File: config.mk
export PLATFORM = sky130hd
export DESIGN_NAME = pin_event_irq
export DESIGN_NICKNAME = d
export VERILOG_FILES = /design/src/rtl/pin_event_irq_pkg.sv /design/src/rtl/pin_event_ctrl.sv /design/src/rtl/pin_event_datapath.sv /design/src/rtl/pin_event_irq.sv
export SDC_FILE = /design/constraint.sdc
export NUM_CORES = 1
export LEC_CHECK = 0
export ABC_AREA = 1
export ABC_CLOCK_PERIOD_IN_PS = 3550
export BUFFER_PORTS_ARGS = -buffer_cell sky130_fd_sc_hd__buf_4
export CORE_MARGIN = 10
export CORE_UTILIZATION = 50
export DETAILED_ROUTE_END_ITERATION = 10
export GPL_TIMING_DRIVEN = 0
export PLACE_DENSITY = 0.75
export SLEW_MARGIN = 15
export SYNTH_ARGS = -nofsm -noshare
export SYNTH_HDL_FRONTEND = slang
export SYNTH_SLANG_ARGS = --single-unit
File: constraint.sdc
create_clock -name clk -period 3.55 [get_ports clk]
set_input_delay 0.5325 -clock clk [delete_from_list [all_inputs] [get_ports clk]]
set_output_delay 0.5325 -clock clk [all_outputs]
set_load 0.02 [all_outputs]
File: src/rtl/pin_event_irq_pkg.sv
package pin_event_irq_pkg;
  localparam int ADDR_W = 3;
  localparam logic [ADDR_W-1:0] A_ENABLE  = 3'd0;
  localparam logic [ADDR_W-1:0] A_STATUS  = 3'd1;
  localparam logic [ADDR_W-1:0] A_CLEAR   = 3'd2;
  localparam logic [ADDR_W-1:0] A_MASKSET = 3'd3;
  localparam logic [ADDR_W-1:0] A_MASKCLR = 3'd4;
  localparam logic [ADDR_W-1:0] A_MASK    = 3'd5;
  localparam logic [ADDR_W-1:0] A_MODELO  = 3'd6;
  localparam logic [ADDR_W-1:0] A_MODEHI  = 3'd7;

  typedef struct packed {
    logic wrEnable;
    logic wrClear;
    logic wrMaskSet;
    logic wrMaskClr;
    logic wrModeLo;
    logic wrModeHi;
  } strobe_t;
endpackage

File: src/rtl/pin_event_ctrl.sv
module pin_event_ctrl
  import pin_event_irq_pkg::*;
#(
  parameter int NUM_PINS = 12,
  parameter int DATA_W   = 32
) (
  input  logic                clk,
  input  logic                rst,
  input  logic [ADDR_W-1:0]   busAddr,
  input  logic                busWe,
  input  logic [NUM_PINS-1:0] enableQ,
  input  logic [NUM_PINS-1:0] statusQ,
  input  logic [NUM_PINS-1:0] maskQ,
  input  logic [DATA_W-1:0]   modeLoWord,
  input  logic [DATA_W-1:0]   modeHiWord,
  output strobe_t             strobes,
  output logic [DATA_W-1:0]   busRdata
);
  always_comb begin
    strobes           = '0;
    strobes.wrEnable  = busWe && (busAddr == A_ENABLE);
    strobes.wrClear   = busWe && (busAddr == A_CLEAR);
    strobes.wrMaskSet = busWe && (busAddr == A_MASKSET);
    strobes.wrMaskClr = busWe && (busAddr == A_MASKCLR);
    strobes.wrModeLo  = busWe && (busAddr == A_MODELO);
    strobes.wrModeHi  = busWe && (busAddr == A_MODEHI);
  end

  always_comb begin
    unique case (busAddr)
      A_ENABLE: busRdata = DATA_W'(enableQ);
      A_STATUS: busRdata = DATA_W'(statusQ);
      A_MASK:   busRdata = DATA_W'(maskQ);
      A_MODELO: busRdata = modeLoWord;
      A_MODEHI: busRdata = modeHiWord;
      default:  busRdata = '0;
    endcase
  end

  // one address decodes to at most one write strobe
  assert_one_strobe_R2: assert property (@(posedge clk) disable iff (rst)
    $onehot0(strobes));
endmodule

File: src/rtl/pin_event_datapath.sv
module pin_event_datapath
  import pin_event_irq_pkg::*;
#(
  parameter int NUM_PINS = 12,
  parameter int DATA_W   = 32
) (
  input  logic                clk,
  input  logic                rst,
  input  logic [NUM_PINS-1:0] pinIn,
  input  logic [DATA_W-1:0]   busWdata,
  input  strobe_t             strobes,
  output logic [NUM_PINS-1:0] enableQ,
  output logic [NUM_PINS-1:0] statusQ,
  output logic [NUM_PINS-1:0] maskQ,
  output logic [DATA_W-1:0]   modeLoWord,
  output logic [DATA_W-1:0]   modeHiWord,
  output logic                irqOut
);
  localparam int SLOTS = DATA_W / 4;
  localparam int MODE_W = 3;

  logic [NUM_PINS-1:0] syncA, syncB, syncPrev;
  logic [NUM_PINS-1:0] hitVec, clrBits;
  logic [MODE_W-1:0]   modeQ [NUM_PINS];

  assign clrBits = strobes.wrClear ? busWdata[NUM_PINS-1:0] : '0;

  // two-flop synchronizer and one-cycle history
  always_ff @(posedge clk) begin
    if (rst) begin
      syncA    <= '0;
      syncB    <= '0;
      syncPrev <= '0;
    end else begin
      syncA    <= pinIn;
      syncB    <= syncA;
      syncPrev <= syncB;
    end
  end

  // per-pin trigger decode
  for (genvar p = 0; p < NUM_PINS; p++) begin : g_detect
    logic riseEv, fallEv, match;
    assign riseEv = syncB[p] & ~syncPrev[p];
    assign fallEv = ~syncB[p] & syncPrev[p];
    always_comb begin
      if (modeQ[p][2]) match = riseEv | fallEv;
      else begin
        unique case (modeQ[p][1:0])
          2'd0: match = fallEv;
          2'd1: match = riseEv;
          2'd2: match = ~syncB[p];
          default: match = syncB[p];
        endcase
      end
    end
    assign hitVec[p] = match & enableQ[p];
  end

  // mode registers
  always_ff @(posedge clk) begin
    for (int p = 0; p < NUM_PINS; p++) begin
      if (rst) modeQ[p] <= '0;
      else if ((p / SLOTS == 0) ? strobes.wrModeLo : strobes.wrModeHi)
        modeQ[p] <= busWdata[4*(p % SLOTS) +: MODE_W];
    end
  end

  always_comb begin
    modeLoWord = '0;
    modeHiWord = '0;
    for (int p = 0; p < NUM_PINS; p++) begin
      if (p / SLOTS == 0) modeLoWord[4*(p % SLOTS) +: MODE_W] = modeQ[p];
      else                modeHiWord[4*(p % SLOTS) +: MODE_W] = modeQ[p];
    end
  end

  // enable, status, mask, interrupt
  always_ff @(posedge clk) begin
    if (rst) begin
      enableQ <= '0;
      statusQ <= '0;
      maskQ   <= '1;
      irqOut  <= 1'b0;
    end else begin
      if (strobes.wrEnable) enableQ <= busWdata[NUM_PINS-1:0];
      statusQ <= (statusQ & ~clrBits) | hitVec;
      if (strobes.wrMaskSet) maskQ <= maskQ | busWdata[NUM_PINS-1:0];
      else if (strobes.wrMaskClr) maskQ <= maskQ & ~busWdata[NUM_PINS-1:0];
      irqOut <= |(statusQ & enableQ & ~maskQ);
    end
  end

  // masks come out of reset all set
  assert_mask_reset_R1: assert property (@(posedge clk)
    rst |=> (&maskQ));
  // with every pin disabled no status bit can rise
  assert_no_rise_disabled_R6: assert property (@(posedge clk) disable iff (rst)
    (enableQ == '0) |=> ((statusQ & ~$past(statusQ)) == '0));
  // all pins masked keeps the interrupt low on the next cycle
  assert_masked_quiet_R9: assert property (@(posedge clk) disable iff (rst)
    (&maskQ) |=> !irqOut);
  // an event colliding with a clear leaves the bit set
  assert_event_wins_R10: assert property (@(posedge clk) disable iff (rst)
    (|(clrBits & hitVec)) |=> ((statusQ & $past(clrBits & hitVec)) == $past(clrBits & hitVec)));
endmodule

File: src/rtl/pin_event_irq.sv
module pin_event_irq
  import pin_event_irq_pkg::*;
#(
  parameter int NUM_PINS = 12,
  parameter int DATA_W   = 32
) (
  input  logic                clk,
  input  logic                rst,
  input  logic [NUM_PINS-1:0] pinIn,
  input  logic [ADDR_W-1:0]   busAddr,
  input  logic                busWe,
  input  logic [DATA_W-1:0]   busWdata,
  output logic [DATA_W-1:0]   busRdata,
  output logic                irqOut
);
  strobe_t             strobes;
  logic [NUM_PINS-1:0] enableQ, statusQ, maskQ;
  logic [DATA_W-1:0]   modeLoWord, modeHiWord;

  pin_event_ctrl #(.NUM_PINS(NUM_PINS), .DATA_W(DATA_W)) u_ctrl (
    .clk(clk), .rst(rst), .busAddr(busAddr), .busWe(busWe),
    .enableQ(enableQ), .statusQ(statusQ), .maskQ(maskQ),
    .modeLoWord(modeLoWord), .modeHiWord(modeHiWord),
    .strobes(strobes), .busRdata(busRdata));

  pin_event_datapath #(.NUM_PINS(NUM_PINS), .DATA_W(DATA_W)) u_dp (
    .clk(clk), .rst(rst), .pinIn(pinIn), .busWdata(busWdata),
    .strobes(strobes), .enableQ(enableQ), .statusQ(statusQ),
    .maskQ(maskQ), .modeLoWord(modeLoWord), .modeHiWord(modeHiWord),
    .irqOut(irqOut));
endmodule

==> reports/qor.yml <==
min_path:
  min_path_type: "in2reg"
  whs_endpoint: "u_dp.syncA[9]"
  whs_path_depth: 3
  min-delay-start: "pinIn[9]"
synth:
  ys_top_cells_by_area: "dfxtp_1 (28%), edfxtp_1 (20%), nand2_1 (12%)"
  ys_seq_elements: 109
  ys_types: 29
  yosysSeqAreaShare_pct: 48.0
  muxShareOfSynthArea_pct: 0
  synth_top_family_by_area: "simple AND/OR/NAND/NOR gates"
  synth-compound-area-share_pct: 8.26
  synth_area_leader_cell: "dfxtp_1"
  synth_cells: 696
  synth_top_area_share_pct: 27.6
  synth-simple-area-share_pct: 25.6
  synth_adder_area_share_pct: 5.66
  yosysWarnings: 0
  synthesis.area_um2: 5300
  synth_xor_area_share_pct: 0
  synth_area_per_cell_um2: 7.62
power_and_ir_drop:
  p_int_uw: 1840
  sw_frac_of_total_pct: 26.5
  leakage_uw: 0.00299
  power_switching_uw: 663
  cellPowerDensity_nw_per_um2: 398
  comb_power_share_pct: 12.7
  clkPwrFrac_pct: 31.9
  peakVddDrop_mv: 0.205
  p_seq_share_pct: 55.4
clocking:
  path_clk_slew_ns: 0.11
  root_buffer: "clkbuf_8"
  tritoncts: "done"
  cts-resized-gates: 0
  clockBufferDepth: 2
  cts-hold-fix-buffers: 0
  cts.htree.levels: 3
  numCtsBuffers: 9
  postCtsSetupRepairBufs: 0
  clkLatencyLatePin_ns: 0.39
  cts_sinks: 109
timing:
  setup_viol: 0
  rsz0062_at_grt: "false"
  slew_headroom_pct: 43.4
  timing.hold.ws_ns: 0.338
  final.min_clock_period_ns: 2.30
  hold_viol_final: 0
  slew_viol_final: 0
  fin_ws_ns: 1.25
  fin_crit_sh_pct: 64.7
  clock.fmax_ghz: 0.435
  worst_pin_slew_ns: 0.849
  skew_ns: 0.0118
setup_path:
  ff2ff_path_depth: 8
  path_depth: 6
  crit_buf_inv: 3
  path_max_fanout: 10
  slowest_stage: "buf_2"
  crit_required_ns: 3.02
  crit_family: "buffers and inverters"
  r2r_end: "u_dp.statusQ[1]"
  crit_arrival_ns: 1.77
  path_common_cell: "buf_4"
  cpPeakStageDelay_ns: 0.35
  worst-r2r-setup-slack_ns: 2.36
  startpoint_type: "primary input"
  critPathKind: "in2out"
  crit_chain: "buf_4, nor3_1, buf_2, nand2_1, o211ai_1, buf_4"
  end_kind: "output pin"
  reg2reg_from: "u_dp.syncB[1]"
job:
  cap_violations: 0
place:
  gp_congestion: 0.883
  dp_slack_ns: 1.30
  hpwl_um: 10400
  numPortBuffers: 72
  dp_cells: 909
detailed_routing:
  drtIter0Drc: 340
  viasPerCell: 5.09
  wl_met1_um: 5600
  dr_wl_met3_um: 1120
  drtAntennaViolNets: 0
  highest_layer: "met4"
  detail_route.wl_per_cell_um: 15.3
  post-route-drc-count: 0
  totalWireLength_um: 14200
  first_pass_iters: 9
  met2_length_um: 7020
  num_vias: 4704
floorplan:
  core.rowCount: 37
  pin_count: 83
  start_util_pct: 51.4
  die_h_um: 123
  die_x_um: 123
  core_um2: 10300
  dieArea_um2: 15100
final_layout:
  final_util_pct: 60.8
  num-fill-cells: 941
  diodes: 0
  final_common_cell: "nand2_1"
  nNetsFinal: 858
  syn_to_final_growth_pct: 18.5
  drive_gt1_share_pct: 15.8
  final_cell_mix: "nand2_1 (171), inv_1 (128), nor2_1 (90)"
  fin_cells: 925
global_route:
  grt_pass1_vias: 4804
  antenna_found_initial: 0
  grt_use_total_pct: 19.0
  grt_max_degree: 22
  gr-total-overflow: 0
  grt_pass1_wl_um: 22600
run_status:
  status: "finished, final reports clean"
through the flow:
step	area (um2)	total power, uW	setup TNS, ns
5_1_grt	6280	2600	0
3_3_place_gp	6030	1710	-21.78
3_5_place_dp	6070	1730	0
4_1_cts	6280	2500	0
2_1_floorplan	5320	1590	0
6_report	6280	2500	0
power by group through the flow:
stage | combinational (uW) | sequential (uW) | clock, uW
final | 319 | 1390 | 797
after detailed placement | 318 | 1410 | 0
after global placement | 302 | 1410 | 0
after CTS | 319 | 1380 | 798
after global routing | 354 | 1390 | 851
after floorplan | 184 | 1400 | 0
synth_stat cells:
cell type	count
nand4_1	9
nor3_2	1
nand3_2	2
nor2_4	1
buf_6	4
clkinv_1	1
o21ai_0	26
nand3_1	41
nor2_1	90
inv_1	128
buf_1	2
nand2_1	171
buf_4	7
buf_2	10
a22oi_1	9
nor3_1	1
o22ai_1	3
ha_1	24
conb_1	1
dfxtp_1	73
o211ai_1	3
a21boi_0	4
nor2_2	6
nand3b_1	4
inv_2	3
o21ai_2	1
clkbuf_1	3
edfxtp_1	36
a21oi_1	32
worst max-delay path by stage:
stage | from | endpoint | slack (ns)
after floorplan | busAddr[2] | u_dp.modeQ[0][0] | 0.47
after global placement | busAddr[1] | u_dp.modeQ[4][0] | -0.91
after detailed placement | busAddr[2] | busRdata[6] | 1.30
after CTS | busAddr[2] | busRdata[6] | 1.29
after global routing | busAddr[2] | busRdata[6] | 1.19
final | busAddr[1] | busRdata[11] | 1.25
metal layers:
metal | track usage, % | up-vias
met4 | 8.81 | 0
li1 | - | 2321
met5 | 0 | -
met1 | 21.0 | 2179
met3 | 4.24 | 33
met2 | 34.1 | 171
area by class of cell:
type | instances | area, um2 | area share (%)
Tap cell | 136 | 170 | 2.71
Inverter | 132 | 495 | 7.89
Timing Repair Buffer | 73 | 568 | 9.05
Clock buffer | 12 | 155 | 2.47
Clock inverter | 4 | 55.1 | 0.877
Sequential cell | 109 | 2540 | 40.5
Buffer | 26 | 166 | 2.65
Multi-Input combinational cell | 433 | 2130 | 33.9
logic make-up after synthesis:
| logic type | after synthesis |
|---|---|
| compound gates | 78 |
| fa+ha+maj | 24 |
| buf+inv | 158 |
| flops | 109 |
| other cells | 1 |
| simple gates | 326 |
worst reg2reg max path, cell delays in order, from the launching register on:
cell     delay (ns)
dfxtp_1        0.40
inv_1          0.09
ha_1           0.18
nand2_1        0.07
nand3_1        0.06
nand2_1        0.09
nand2_1        0.05
nand2_1        0.07
a21oi_1        0.07
(Power assumes the default switching activity.)
